<file path="src/rtl/mdio_mgmt_pkg.sv">
package mdio_mgmt_pkg;
  localparam int ADDR_W     = 5;
  localparam int DATA_W     = 16;
  localparam int PRE_BITS   = 32;
  localparam int HDR_BITS   = 4 + 2 * ADDR_W;
  localparam int TA_BITS    = 2;
  localparam int BODY_BITS  = HDR_BITS + TA_BITS + DATA_W;
  localparam int FRAME_BITS = PRE_BITS + BODY_BITS;
  localparam int CNT_W      = $clog2(FRAME_BITS);
  localparam int CMD_W      = 2 * ADDR_W + 2;
  localparam int CMD_REG_LSB = 0;
  localparam int CMD_PHY_LSB = ADDR_W;
  localparam int CMD_WR_BIT  = 2 * ADDR_W;
  localparam int CMD_RD_BIT  = 2 * ADDR_W + 1;

  localparam logic [1:0] ST_CODE  = 2'b01;
  localparam logic [1:0] OP_READ  = 2'b10;
  localparam logic [1:0] OP_WRITE = 2'b01;
  localparam logic [1:0] TA_WRITE = 2'b10;
  localparam logic [1:0] TA_READ  = 2'b00;

  typedef struct packed {
    logic              valid;
    logic              is_read;
    logic [ADDR_W-1:0] phy;
    logic [ADDR_W-1:0] regad;
  } mgmt_cmd_t;
endpackage

</file>
<file path="src/rtl/mdio_cmd_decode.sv">
module mdio_cmd_decode
  import mdio_mgmt_pkg::*;
(
  input  logic [CMD_W-1:0] cmd_word,
  output mgmt_cmd_t        cmd
);
  logic rd_flag;
  logic wr_flag;

  always_comb begin
    rd_flag     = cmd_word[CMD_RD_BIT];
    wr_flag     = cmd_word[CMD_WR_BIT];
    cmd.valid   = rd_flag ^ wr_flag;
    cmd.is_read = rd_flag;
    cmd.phy     = cmd_word[CMD_PHY_LSB +: ADDR_W];
    cmd.regad   = cmd_word[CMD_REG_LSB +: ADDR_W];
  end
endmodule

</file>
<file path="src/rtl/mdio_clkgen.sv">
module mdio_clkgen #(
  parameter int DIV_W = 8
) (
  input  logic             clk,
  input  logic             rst_n,
  input  logic             start,
  input  logic             run,
  input  logic [DIV_W-1:0] div_in,
  output logic             mdc,
  output logic             rise_ev,
  output logic             fall_ev
);
  localparam logic [DIV_W-1:0] MIN_DIV = DIV_W'(2);

  logic [DIV_W-1:0] eff_div;
  logic [DIV_W-1:0] lo_len;
  logic [DIV_W-1:0] hi_len;
  logic [DIV_W-1:0] lo_q;
  logic [DIV_W-1:0] hi_q;
  logic [DIV_W-1:0] cnt_q;
  logic             mdc_q;

  always_comb begin
    eff_div = (div_in < MIN_DIV) ? MIN_DIV : div_in;
    hi_len  = eff_div >> 1;
    lo_len  = eff_div - hi_len;
  end

  assign rise_ev = run & ~mdc_q & (cnt_q == lo_q - 1'b1);
  assign fall_ev = run &  mdc_q & (cnt_q == hi_q - 1'b1);
  assign mdc     = mdc_q;

  always_ff @(posedge clk) begin
    if (!rst_n) begin
      mdc_q <= 1'b0;
      cnt_q <= '0;
      lo_q  <= DIV_W'(1);
      hi_q  <= DIV_W'(1);
    end else if (start) begin
      mdc_q <= 1'b0;
      cnt_q <= '0;
      lo_q  <= lo_len;
      hi_q  <= hi_len;
    end else if (run) begin
      if (rise_ev) begin
        mdc_q <= 1'b1;
        cnt_q <= '0;
      end else if (fall_ev) begin
        mdc_q <= 1'b0;
        cnt_q <= '0;
      end else begin
        cnt_q <= cnt_q + 1'b1;
      end
    end else begin
      mdc_q <= 1'b0;
      cnt_q <= '0;
    end
  end


  phase_len_chk: assert property (@(posedge clk) disable iff (!rst_n)
    run |-> (cnt_q < (mdc_q ? hi_q : lo_q)));
endmodule

</file>
<file path="src/rtl/mdio_frame_engine.sv">
module mdio_frame_engine
  import mdio_mgmt_pkg::*;
(
  input  logic              clk,
  input  logic              rst_n,
  input  logic              start,
  input  logic              start_rd,
  input  logic [ADDR_W-1:0] start_phy,
  input  logic [ADDR_W-1:0] start_reg,
  input  logic [DATA_W-1:0] start_wdata,
  input  logic              start_presup,
  input  logic              rise_ev,
  input  logic              fall_ev,
  input  logic              mdio_i,
  output logic              busy,
  output logic              is_rd,
  output logic              mdio_o,
  output logic              mdio_oe,
  output logic              done,
  output logic [DATA_W-1:0] rd_data
);
  localparam logic [CNT_W-1:0] LAST_FULL  = CNT_W'(FRAME_BITS - 1);
  localparam logic [CNT_W-1:0] LAST_SHORT = CNT_W'(BODY_BITS - 1);
  localparam logic [CNT_W-1:0] RELEASE_AT = CNT_W'(TA_BITS + DATA_W);
  localparam logic [CNT_W-1:0] DATA_AT    = CNT_W'(DATA_W);

  logic [FRAME_BITS-1:0] sh_q;
  logic [CNT_W-1:0]      left_q;
  logic                  busy_q;
  logic                  rd_q;
  logic [DATA_W-1:0]     cap_q;
  logic [BODY_BITS-1:0]  body;

  always_comb begin
    body = {ST_CODE,
            start_rd ? OP_READ : OP_WRITE,
            start_phy,
            start_reg,
            start_rd ? TA_READ : TA_WRITE,
            start_rd ? {DATA_W{1'b0}} : start_wdata};
  end

  assign done    = busy_q & fall_ev & (left_q == '0);
  assign mdio_oe = busy_q & (~rd_q | (left_q >= RELEASE_AT));
  assign mdio_o  = sh_q[FRAME_BITS-1] & mdio_oe;
  assign busy    = busy_q;
  assign is_rd   = rd_q;
  assign rd_data = cap_q;

  always_ff @(posedge clk) begin
    if (!rst_n) begin
      sh_q   <= '0;
      left_q <= '0;
      busy_q <= 1'b0;
      rd_q   <= 1'b0;
      cap_q  <= '0;
    end else if (start) begin
      busy_q <= 1'b1;
      rd_q   <= start_rd;
      cap_q  <= '0;
      if (start_presup) begin
        sh_q   <= {body, {PRE_BITS{1'b0}}};
        left_q <= LAST_SHORT;
      end else begin
        sh_q   <= {{PRE_BITS{1'b1}}, body};
        left_q <= LAST_FULL;
      end
    end else if (busy_q) begin
      if (rise_ev && rd_q && (left_q < DATA_AT)) begin
        cap_q <= {cap_q[DATA_W-2:0], mdio_i};
      end
      if (fall_ev) begin
        if (left_q == '0) begin
          busy_q <= 1'b0;
        end else begin
          left_q <= left_q - 1'b1;
          sh_q   <= sh_q << 1;
        end
      end
    end
  end


  out_hold_chk: assert property (@(posedge clk) disable iff (!rst_n)
    (busy_q && !fall_ev) |=> ($stable(mdio_o) && $stable(mdio_oe)));


  release_after_done_chk: assert property (@(posedge clk) disable iff (!rst_n)
    done |=> (!busy_q && !mdio_oe));
endmodule

</file>
<file path="src/rtl/mdio_mgmt_ctrl.sv">
module mdio_mgmt_ctrl
  import mdio_mgmt_pkg::*;
#(
  parameter int DIV_W       = 8,
  parameter int DIV_DEFAULT = 32
) (
  input  logic              clk,
  input  logic              rst_n,
  input  logic              ctl_we,
  input  logic [DIV_W-1:0]  ctl_div,
  input  logic              ctl_presup,
  input  logic              data_we,
  input  logic [DATA_W-1:0] data_in,
  input  logic              cmd_we,
  input  logic [CMD_W-1:0]  cmd_word,
  output logic [DATA_W-1:0] data_out,
  output logic              busy,
  output logic              mdc,
  output logic              mdio_o,
  output logic              mdio_oe,
  input  logic              mdio_i
);
  mgmt_cmd_t         dec;
  logic [DIV_W-1:0]  div_q;
  logic              presup_q;
  logic [DATA_W-1:0] data_q;
  logic [DATA_W-1:0] wdata_sel;
  logic              accept;
  logic              eng_busy;
  logic              eng_rd;
  logic              eng_done;
  logic [DATA_W-1:0] eng_rdata;
  logic              rise_ev;
  logic              fall_ev;

  mdio_cmd_decode u_dec (
    .cmd_word (cmd_word),
    .cmd      (dec)
  );

  assign accept    = cmd_we & dec.valid & ~eng_busy;
  assign wdata_sel = data_we ? data_in : data_q;

  always_ff @(posedge clk) begin
    if (!rst_n) begin
      div_q    <= DIV_W'(DIV_DEFAULT);
      presup_q <= 1'b0;
    end else if (ctl_we) begin
      div_q    <= ctl_div;
      presup_q <= ctl_presup;
    end
  end

  always_ff @(posedge clk) begin
    if (!rst_n) begin
      data_q <= '0;
    end else if (eng_done && eng_rd) begin
      data_q <= eng_rdata;
    end else if (data_we && !eng_busy) begin
      data_q <= data_in;
    end
  end

  mdio_clkgen #(.DIV_W(DIV_W)) u_clk (
    .clk     (clk),
    .rst_n   (rst_n),
    .start   (accept),
    .run     (eng_busy),
    .div_in  (div_q),
    .mdc     (mdc),
    .rise_ev (rise_ev),
    .fall_ev (fall_ev)
  );

  mdio_frame_engine u_eng (
    .clk          (clk),
    .rst_n        (rst_n),
    .start        (accept),
    .start_rd     (dec.is_read),
    .start_phy    (dec.phy),
    .start_reg    (dec.regad),
    .start_wdata  (wdata_sel),
    .start_presup (presup_q),
    .rise_ev      (rise_ev),
    .fall_ev      (fall_ev),
    .mdio_i       (mdio_i),
    .busy         (eng_busy),
    .is_rd        (eng_rd),
    .mdio_o       (mdio_o),
    .mdio_oe      (mdio_oe),
    .done         (eng_done),
    .rd_data      (eng_rdata)
  );

  assign busy     = eng_busy;
  assign data_out = data_q;


  busy_needs_cmd_chk: assert property (@(posedge clk) disable iff (!rst_n)
    $rose(busy) |-> $past(cmd_we));


  data_locked_chk: assert property (@(posedge clk) disable iff (!rst_n)
    (busy && data_we && !eng_done) |=> $stable(data_q));


  idle_mdc_low_chk: assert property (@(posedge clk) disable iff (!rst_n)
    !busy |-> !mdc);
endmodule

</file>
<file path="config.mk">
export PLATFORM = sky130hd
export DESIGN_NAME = mdio_mgmt_ctrl
export DESIGN_NICKNAME = d
export VERILOG_FILES = /design/src/rtl/mdio_mgmt_pkg.sv /design/src/rtl/mdio_cmd_decode.sv /design/src/rtl/mdio_clkgen.sv /design/src/rtl/mdio_frame_engine.sv /design/src/rtl/mdio_mgmt_ctrl.sv
export SDC_FILE = /design/constraint.sdc
export NUM_CORES = 1
export LEC_CHECK = 0
export ABC_CLOCK_PERIOD_IN_PS = 3050
export BUFFER_PORTS_ARGS = -buffer_cell sky130_fd_sc_hd__buf_2
export CORE_UTILIZATION = 40
export CTS_CLUSTER_DIAMETER = 30
export DETAILED_ROUTE_END_ITERATION = 10
export PLACE_DENSITY_LB_ADDON = 0.25
export SYNTH_ARGS = -nofsm -noshare
export SYNTH_HDL_FRONTEND = slang
export SYNTH_SLANG_ARGS = --single-unit
</file>
<file path="constraint.sdc">
create_clock -name clk -period 3.05 [get_ports clk]
set_input_delay 0.915 -clock clk [delete_from_list [all_inputs] [get_ports clk]]
set_output_delay 0.915 -clock clk [all_outputs]
set_load 0.005 [all_outputs]
</file>
== Word-level counts from Yosys, hierarchy flattened ==
Cells that the tools add are included.
Word-level totals
  register bits: 137
  output and inout bits: 20
  input bits: 43
  word-level logic and storage cells: 77
Operators by class
  equal/unequal tests: 3
  reductions and logical operators: 15
  mux-type cells: 23
  add/subtract/negate cells: 5
  bitwise operators: 16
  $lt $le $gt $ge: 3
Operators by type and width (number)
  $mux 64: 5
  $mux 16: 4
  $mux 6: 5
  $eq 8x8->1: 2
  $and 1x1->1: 10
  $add 8x1->8 const B: 1
  $lt 8x2->1 const B: 1
  $mux 8: 1
  $reduce_bool 2->1: 4
  $sub 7x1->8 const B: 1
  $sub 8x1->8 const B: 1
  $sub 8x7->8: 1
  $ge 6x5->1 const B: 1
  $logic_not 6->1: 1
  $lt 6x5->1 const B: 1
  $mux 1: 6
  $sub 6x1->6 const B: 1
  $reduce_or 5->1: 1
  $logic_and 1x1->1: 4
  $mux 2: 2
  $not 1->1: 4
  $reduce_and 3->1: 1
  $reduce_or 3->1: 1
  $ne 2x2->1 const B: 1
  other kinds (5): 5

== Longest topological paths before layout ==
Gate-level depths: netlist (run 1).
  depth in word-level cells: 7
  gate-level depth with buffers: 12
  depth with buffers taken out: 12

== Hierarchy ==
Synthesis (run 1) repeated with hierarchy kept, for this count alone.
Unflattened totals
  cells, all modules: 848
  area, all modules: 7231.9 µm²
By module, submodules not included
  mdio_frame_engine: seq. area each 1761.7 µm², cells an instance 482, times used 1, area an instance 3992.6 µm²
  mdio_clkgen: seq. area each 480.5 µm², cells an instance 210, times used 1, area an instance 1794.2 µm²
  mdio_mgmt_ctrl: seq. area each 500.5 µm², cells an instance 144, times used 1, area an instance 1353.8 µm²
  mdio_cmd_decode: seq. area each 0.0 µm², cells an instance 12, times used 1, area an instance 91.3 µm²

== Worst setup path after synthesis (run 1) ==
OpenSTA, ideal clock, no wires.
  kind: input port to flip-flop
  start point: input port data_we
  end point: register data_q[13], in the netlist data_out[13]
  setup slack: 302 ps
  arrival time: 2626 ps
  path buffers: 3
  library setup time: 122 ps
  cell stages on the path: 7
  required time: 2928 ps
  cells stage by stage: clkbuf_1 nor2b_1 clkbuf_1 clkbuf_1 mux2i_1 o21ai_0 o311a_1
Between the ends
  cells in the longest elaborated chain, start to end: 2
Ends and longest elaborated chain
  start: declaration: line mdio_mgmt_ctrl.sv:12  | input logic data_we,
  $logic_and 1x1->1: line mdio_mgmt_ctrl.sv:59  | end else if (data_we && !eng_busy) begin
  $reduce_bool 2->1 (no source line)
  end signal: assignment: line mdio_mgmt_ctrl.sv:58  | data_q <= eng_rdata;
  end signal: assignment: line mdio_mgmt_ctrl.sv:60  | data_q <= data_in;
  end: declaration: line mdio_mgmt_ctrl.sv:26  | logic [DATA_W-1:0] data_q;
Every way passes these cells.
A chain may end at the register's enable or synchronous reset.

== Final worst setup path (run 1) ==
  start point: register u_clk.hi_q[0]
  end point: register u_eng.left_q[4]
Between the ends
  cells in the longest elaborated chain, start to end: 5
Ends and longest elaborated chain
  start: declaration: line mdio_clkgen.sv:19  | logic [DIV_W-1:0] hi_q;
  start signal: assignment: line mdio_clkgen.sv:43  | hi_q <= hi_len;
  $sub 7x1->8: line mdio_clkgen.sv:30  | assign fall_ev = run & mdc_q & (cnt_q == hi_q - 1'b1);
  $eq 8x8->1: line mdio_clkgen.sv:30
  $and 1x1->1: line mdio_clkgen.sv:30
  $reduce_bool 2->1 (no source line)
  $reduce_and 3->1 (no source line)
  end signal: assignment: line mdio_frame_engine.sv:76  | left_q <= left_q - 1'b1;
  end: declaration: line mdio_frame_engine.sv:28  | logic [CNT_W-1:0] left_q;
Every way passes these cells.

==> results of run 1 <==
==> area by class of cell <==
type                       instances  share of cell area, %
multi-input combinational        542                   46.5
clock inverter                    14                   3.05
sequential                       137                   34.2
clock buffer                      18                   5.36
timing repair buffer              87                   6.53
inverter                          19                  0.890
tap                              220                   3.44
==> cell usage in the layout (no fill, tap or decap), types with 3 or more instances in the layout <==
cell	netlist	final
a211oi_1	13	13
a21oi_1	20	20
a31oi_1	10	10
and2_1	6	6
and3_1	7	7
buf_2	8	62
buf_4	1	23
bufinv_16	0	6
clkbuf_16	0	17
clkinv_4	0	3
dfxtp_1	137	137
ha_1	13	13
inv_1	19	19
mux2i_1	59	59
nand2_1	70	70
nand3_1	25	25
nand3b_1	4	4
nand4_1	3	3
nor2_1	76	76
nor2b_1	4	3
nor3_1	26	25
o211ai_1	15	15
o21ai_0	41	41
o221a_2	32	32
o311a_1	18	18
o31a_1	14	14
o31ai_1	18	18
or3_1	5	5
xnor2_1	10	10
xor2_1	16	16
==> worst max-delay path by stage <==
stage	start	to	slack, ps
global route	u_clk.hi_q[0]$_SDFFE_PN1P_	u_eng.left_q[4]$_SDFFE_PN0P_	30
floorplan	data_we	data_out[13]$_SDFFE_PN0P_	300
CTS	u_clk.hi_q[0]$_SDFFE_PN1P_	u_eng.left_q[4]$_SDFFE_PN0P_	100
global placement	u_clk.hi_q[0]$_SDFFE_PN1P_	u_eng.left_q[4]$_SDFFE_PN0P_	210
detailed placement	u_clk.hi_q[0]$_SDFFE_PN1P_	u_eng.left_q[4]$_SDFFE_PN0P_	110
finish	u_clk.hi_q[0]$_SDFFE_PN1P_	u_eng.left_q[4]$_SDFFE_PN0P_	150
==> registers in the layout, summed over array words and instances (netlist names) <==
| register | count |
|---|---|
| u_eng.busy | 1 |
| u_eng.rd_data | 16 |
| data_out | 16 |
| u_clk.cnt_q | 8 |
| u_eng.is_rd | 1 |
| u_clk.lo_q | 8 |
| u_clk.mdc | 1 |
| presup_q | 1 |
| div_q | 8 |
| u_eng.sh_q | 64 |
| u_eng.left_q | 6 |
| u_clk.hi_q | 7 |
==> through the flow <==
step	cell area, um2	cells	hold slack [ps]	setup WS, ps	total power (uW)
floorplan	6800	767	444	302	2520
finish	8010	1037	478	148	5030
global route	8010	1037	496	32.3	5250
CTS	8000	1037	481	99.7	5080
detailed placement	7330	1005	472	110	2730
global placement	7330	1005	466	214	2700
==> power by group <==
group          internal (uW)  switching [uW]
combinational            306             389
sequential              1910            91.1
clock                   1540             802
==> cell families (layout without fill, tap and decap cells) <==
group / Yosys count / after routing / share of synthesized area, %
buffers and inverters: 88 / 138 / 5.28
AO/OA/AOI/OAI: 202 / 202 / 23.0
multiplexers: 59 / 59 / 8.68
XOR/XNOR: 26 / 26 / 3.35
adder cells (fa/ha/maj): 14 / 14 / 2.69
flip-flops: 137 / 137 / 40.3
AND/OR/NAND/NOR: 241 / 241 / 16.7
==> per-layer routing <==
metal | track usage [%] | up-vias | wire length [um]
met3 | 4.56 | 8 | 673
li1 | - | 2890 | -
met5 | 0 | - | 0
met4 | 4.66 | 0 | 110
met1 | 26.1 | 2788 | 8130
met2 | 31.1 | 119 | 7610
==> worst max-delay path: cells and delay by family, from the launching register on <==
kind	cells	cell delay (ps)
simple gates	2	1290
fa+ha+maj	1	260
buf+inv	1	70
compound gates	4	790
flops	1	420
==> what timing repair did <==
action | CTS | global route
endpoints found under the setup margin | 0 | 6
resized for setup | 0 | 1
hold buffers | 0 | 0
==> reports/results.ini, run 1 <==
[worst_setup_path]
path_cells = inv_1 > ha_1 > o21ba_1 > a221oi_1 > a41oi_1 > or4_4 > or4b_1 > a31oi_1
end_kind = register
r2r_cells = 8
worstPathMaxFanout = 26
timing.rr.end = u_eng.left_q[4]$_SDFFE_PN0P_
worstReg2RegStart = u_clk.hi_q[0]$_SDFFE_PN1P_
crit_required_ps = 3390
slowest_delay_ps = 730
crit_type = register to register
startpoint_type = register
slowest_stage = or4_4
worstPathArrival_ps = 3250
reg2reg_slack_ps = 150

[route]
wl_per_cell_um = 15.9
ant_nets = 0
drc_errors = 0
vias = 5805
via_per_inst = 5.60
finalWirelength_um = 16500
drt_iter0_markers = 365
drt_first_pass_iters = 5

[yosys]
ys.flop_type = dfxtp_1
synth_commonest_cells = dfxtp_1 (137), nor2_1 (76), nand2_1 (70), mux2i_1 (59), clkbuf_1 (54)
yosysTopAreaCell = dfxtp_1
yosys.cell_types.count = 58
yosys_register_bits = 137
syn_inst = 767
synth_area_mm2 = 0.00680
synth.most_common_cell = dfxtp_1
synth.top_cell.area_share_pct = 40.3
synth_seq_area_share_pct = 40.3
synth_nets = 824
synth.avg_cell_area_um2 = 8.87
async_flop_share_pct = 0
ys_warn_count = 0
synth.area.top_cells = dfxtp_1 (40%), mux2i_1 (8.7%), o221a_2 (5.3%), nor2_1 (4.2%), nand2_1 (3.9%)
synth-edff-count = 0

[global_routing]
grtUsageTotal_pct = 19.3
antenna_found_initial = 0
grt_pass1_vias = 5609
gr-total-overflow = 0
grt_max_degree = 83
grt_pass1_wl_um = 27600

[placement]
gp_congestion = 0.822
portBuffers = 62
hpwl_um = 11100

[timing]
setup-tns-final_ps = 0
hold_viol = 0
rsz0062_at_grt = false
post-route-min-period_ps = 2900
slew_viol_final = 0
finalCritPeriodShare_pct = 95.1
slew_headroom_pct = 53.6
tightest_slew_ps = 696
fin_skew_ps = 10.0
setup_violations = 0
clock.fmax_mhz = 345

[cells_and_area]
nFillCells = 1586
final_core_util_pct = 48.3
layout.nets = 861
drive_gt1_share_pct = 19.8
areaGrowthSynthToFinish_pct = 17.7
layout.area.seq_mm2 = 0.00274
multiInputGateArea_mm2 = 0.00372
antenna_cells = 0

[die]
io_pins = 63
die-area_mm2 = 0.0175
core_mm2 = 0.0166
initial_core_util_pct = 41.0
die_w_um = 132
rows = 47
dieHeight_um = 132

[worst_hold_path]
min_to = u_eng.sh_q[19]$_SDFFE_PN0P_
min_path_cells = 2
worstHoldPathType = register to register
hp-start = u_eng.sh_q[19]$_SDFFE_PN0P_

[clock_network]
post_cts_buffers = 0
clockBufferDepth = 2
cts_sinks = 137
root_buffer = clkbuf_16
path_clk_slew_ps = 60
numCtsBuffers = 17
cts_max_level = 4
tritoncts = yes
insertion_delay_ps = 420

[pwr]
p_leak_uw = 0.00316
peakVddDrop_mv = 0.406
powerDensity_mw_per_mm2 = 628

[run]
maxCapViolCount = 0

[status]
status = finished clean

No activity file was read; power rests on OpenSTA's default activity.
==> run 2, diff against run 1 <==
--- a/config.mk
+++ b/config.mk
@@ -5,9 +5,9 @@
 export SDC_FILE = /design/constraint.sdc
 export NUM_CORES = 1
 export LEC_CHECK = 0
-export ABC_CLOCK_PERIOD_IN_PS = 3050
+export ABC_CLOCK_PERIOD_IN_PS = 3000
 export BUFFER_PORTS_ARGS = -buffer_cell sky130_fd_sc_hd__buf_2
-export CORE_UTILIZATION = 40
+export CORE_UTILIZATION = 60
 export CTS_CLUSTER_DIAMETER = 30
 export DETAILED_ROUTE_END_ITERATION = 10
 export PLACE_DENSITY_LB_ADDON = 0.25
==> constraint.sdc (replaced) <==
create_clock -name clk -period 3 [get_ports clk]
set_input_delay 0.15 -clock clk [delete_from_list [all_inputs] [get_ports clk]]
set_output_delay 0.15 -clock clk [all_outputs]
set_load 0.005 [all_outputs]
==> reports/results.ini, run 2 (synthesized netlist as in run 1, its figures left out) <==
[worst_setup_path]
slowest_stage = or4_4  ; unchanged
path_cells = inv_1 > ha_2 > o21ba_1 > a221oi_1 > a41oi_2 > or4_4 > buf_4 > o31a_1 > o221a_2  ; was inv_1 > ha_1 > o21ba_1 > a221oi_1 > a41oi_1 > or4_4 > or4b_1 > a31oi_1
r2r_cells = 9  ; was 8
startpoint_type = register  ; unchanged
timing.rr.end = u_eng.sh_q[13]$_SDFFE_PN0P_  ; was u_eng.left_q[4]$_SDFFE_PN0P_
crit_required_ps = 3310  ; was 3390 ps
worstPathMaxFanout = 6  ; was 26
cp_num_buf_inv = 2  ; was 1
crit_type = register to register  ; unchanged
slowest_delay_ps = 660  ; was 730 ps
worstReg2RegStart = u_clk.hi_q[0]$_SDFFE_PN1P_  ; unchanged
cpLargestDelayFamily = compound AO/OA/AOI/OAI gates  ; was simple AND/OR/NAND/NOR gates
end_kind = register  ; unchanged
critPathLaunch = u_clk.hi_q[0]$_SDFFE_PN1P_  ; unchanged
reg2reg_slack_ps = 160  ; was 150 ps
worstPathArrival_ps = 3150  ; was 3250 ps

[run]
maxCapViolCount = 0  ; unchanged

[global_routing]
grt_max_degree = 71  ; was 83
gr-total-overflow = 0  ; unchanged
grtUsageTotal_pct = 29.7  ; was 19.3%
grt_pass1_wl_um = 27400  ; was 27600 um
antenna_found_initial = 0  ; unchanged
grt_pass1_vias = 5717  ; was 5609

[die]
initial_core_util_pct = 62.2  ; was 41.0%
rows = 38  ; was 47
die_w_um = 108  ; was 132 um
core_mm2 = 0.0109  ; was 0.0166 mm2
die-area_mm2 = 0.0118  ; was 0.0175 mm2
io_pins = 63  ; unchanged
dieHeight_um = 108  ; was 132 um

[clock_network]
cts_sinks = 137  ; unchanged
insertion_delay_ps = 420  ; about the same
clockBufferDepth = 2  ; unchanged
cts_max_level = 4  ; unchanged
path_clk_slew_ps = 50  ; was 60 ps
numCtsBuffers = 17  ; unchanged
root_buffer = clkbuf_16  ; unchanged
tritoncts = yes  ; unchanged

[status]
status = finished clean  ; unchanged

[timing]
hold_viol = 0  ; unchanged
post-route-min-period_ps = 2840  ; was 2900 ps
fin_skew_ps = 9.48  ; was 10.0 ps
clock.fmax_mhz = 352  ; was 345 MHz
rsz0062_at_grt = false  ; unchanged
setup_violations = 0  ; unchanged
setup-tns-final_ps = 0  ; unchanged
slew_headroom_pct = 44.6  ; was 53.6%
finalCritPeriodShare_pct = 94.7  ; was 95.1%
tightest_slew_ps = 829  ; was 696 ps
slew_viol_final = 0  ; unchanged

[placement]
portBuffers = 62  ; unchanged
gp_congestion = 0.845  ; was 0.822
hpwl_um = 10900  ; was 11100 um

[route]
finalWirelength_um = 17200  ; was 16500 um
wl_per_cell_um = 17.6  ; was 15.9 um
drt_first_pass_iters = 5  ; unchanged
drt_iter0_markers = 524  ; was 365
via_per_inst = 6.26  ; was 5.60
vias = 6090  ; was 5805
drc_errors = 0  ; unchanged
ant_nets = 0  ; unchanged

[cells_and_area]
final_common_cell = dfxtp_1  ; unchanged
drive_gt1_share_pct = 19.4  ; was 19.8%
regMostFlops = u_eng.sh_q  ; unchanged
nFillCells = 807  ; was 1586
final_core_util_pct = 72.7  ; was 48.3%
areaGrowthSynthToFinish_pct = 16.8  ; was 17.7%
largest_register_ffs = 64  ; unchanged
final_cell_mix = dfxtp_1 (137), nor2_1 (75), nand2_1 (70)  ; was dfxtp_1 (137), nor2_1 (76), nand2_1 (70)
layout.nets = 878  ; was 861
antenna_cells = 0  ; unchanged

[worst_hold_path]
hp-start = cmd_word[7]  ; was u_eng.sh_q[19]$_SDFFE_PN0P_
min_path_cells = 3  ; was 2
worstHoldPathType = primary input to register  ; was register to register
min_to = u_eng.sh_q[25]$_SDFFE_PN0P_  ; was u_eng.sh_q[19]$_SDFFE_PN0P_

[pwr]
p_leak_uw = 0.00315  ; was 0.00316 uW
powerDensity_mw_per_mm2 = 590  ; was 628 mW/mm2
peakVddDrop_mv = 0.485  ; was 0.406 mV

-- run 2: cell count changes in the layout (fill, tap and decap cells not counted), moves of 2 or more --
cell,before,now
buf_4,23,21
clkinv_2,1,5
buf_12,2,0
dlygate4sd3_1,0,19
bufinv_16,6,1
inv_6,2,0
-- run 2: per-layer routing --
| layer | part of all wire (%) | track usage, % | vias to the layer above |
|---|---|---|---|
| li1 | - | - | 2934 |
| met1 | 45 | 38.7 | 2922 |
| met3 | 6.0 | 7.53 | 20 |
| met5 | 0 | 0 | - |
| met4 | 1.2 | 8.78 | 0 |
| met2 | 48 | 48.4 | 214 |
-- run 2: metrics by stage --
| step | instance area (um2) | instances | setup slack [ps] | power [uW] | hold slack (ps) |
|---|---|---|---|---|---|
| 4_1_cts | 7900 | 970 | 14.9 | 4690 | 3.63 |
| 5_1_grt | 7950 | 973 | 20.7 | 4890 | 25.7 |
| 2_1_floorplan | 6800 | 767 | 254 | 2560 | 276 |
| 3_5_place_dp | 7170 | 920 | 28.2 | 2750 | 394 |
| 3_3_place_gp | 7170 | 920 | 164 | 2720 | 367 |
| 6_report | 7950 | 973 | 160 | 4690 | 17.1 |
-- run 2: report_power, final --
group	total, uW	leakage [uW]	internal, uW	switching, uW
Clock	1930	0.000264	1150	777
Sequential	2030	0.00112	1940	95.8
Combinational	727	0.00177	315	412
Total	4690	0.00315	3400	1280
-- run 2: layout make-up --
class                   count  area [um2]  area share (%)
flip-flops and latches    137        2740            34.5
repair buffers            102         658            8.28
well taps                 140         175            2.20
clock buffers              19         443            5.57
multi-input cells         544        3750            47.2
clock inverters            12         104            1.31
inverters                  19        71.3           0.897
-- run 2: worst register-to-register path, delay by kind of cell, from the launching register on --
kind / cells / cell delay, ps
buffers and inverters: 2 / 270
adders and majority gates: 1 / 230
and+or+nand+nor: 1 / 660
AOI/OAI and AO/OA: 5 / 1160
DFF: 1 / 410
-- run 2: worst max-delay path by stage --
stage	to	cells after the start	slack [ps]
3_5_place_dp	data_out[7]$_SDFFE_PN0P_	9	30
4_1_cts	data_out[7]$_SDFFE_PN0P_	9	10
2_1_floorplan	data_out[5]$_SDFFE_PN0P_	10	250
5_1_grt	u_clk.lo_q[6]$_SDFFE_PN0P_	12	20
3_3_place_gp	u_eng.left_q[4]$_SDFFE_PN0P_	8	160
6_report	u_eng.sh_q[13]$_SDFFE_PN0P_	9	160
-- run 2: what timing repair did --
| item | 4_1_cts | 5_1_grt |
|---|---|---|
| gates resized for setup | 0 | 4 |
| hold endpoints to repair | 19 | 0 |
| hold buffers | 19 | 0 |
| setup endpoints to repair | 0 | 48 |
| setup buffers | 0 | 1 |
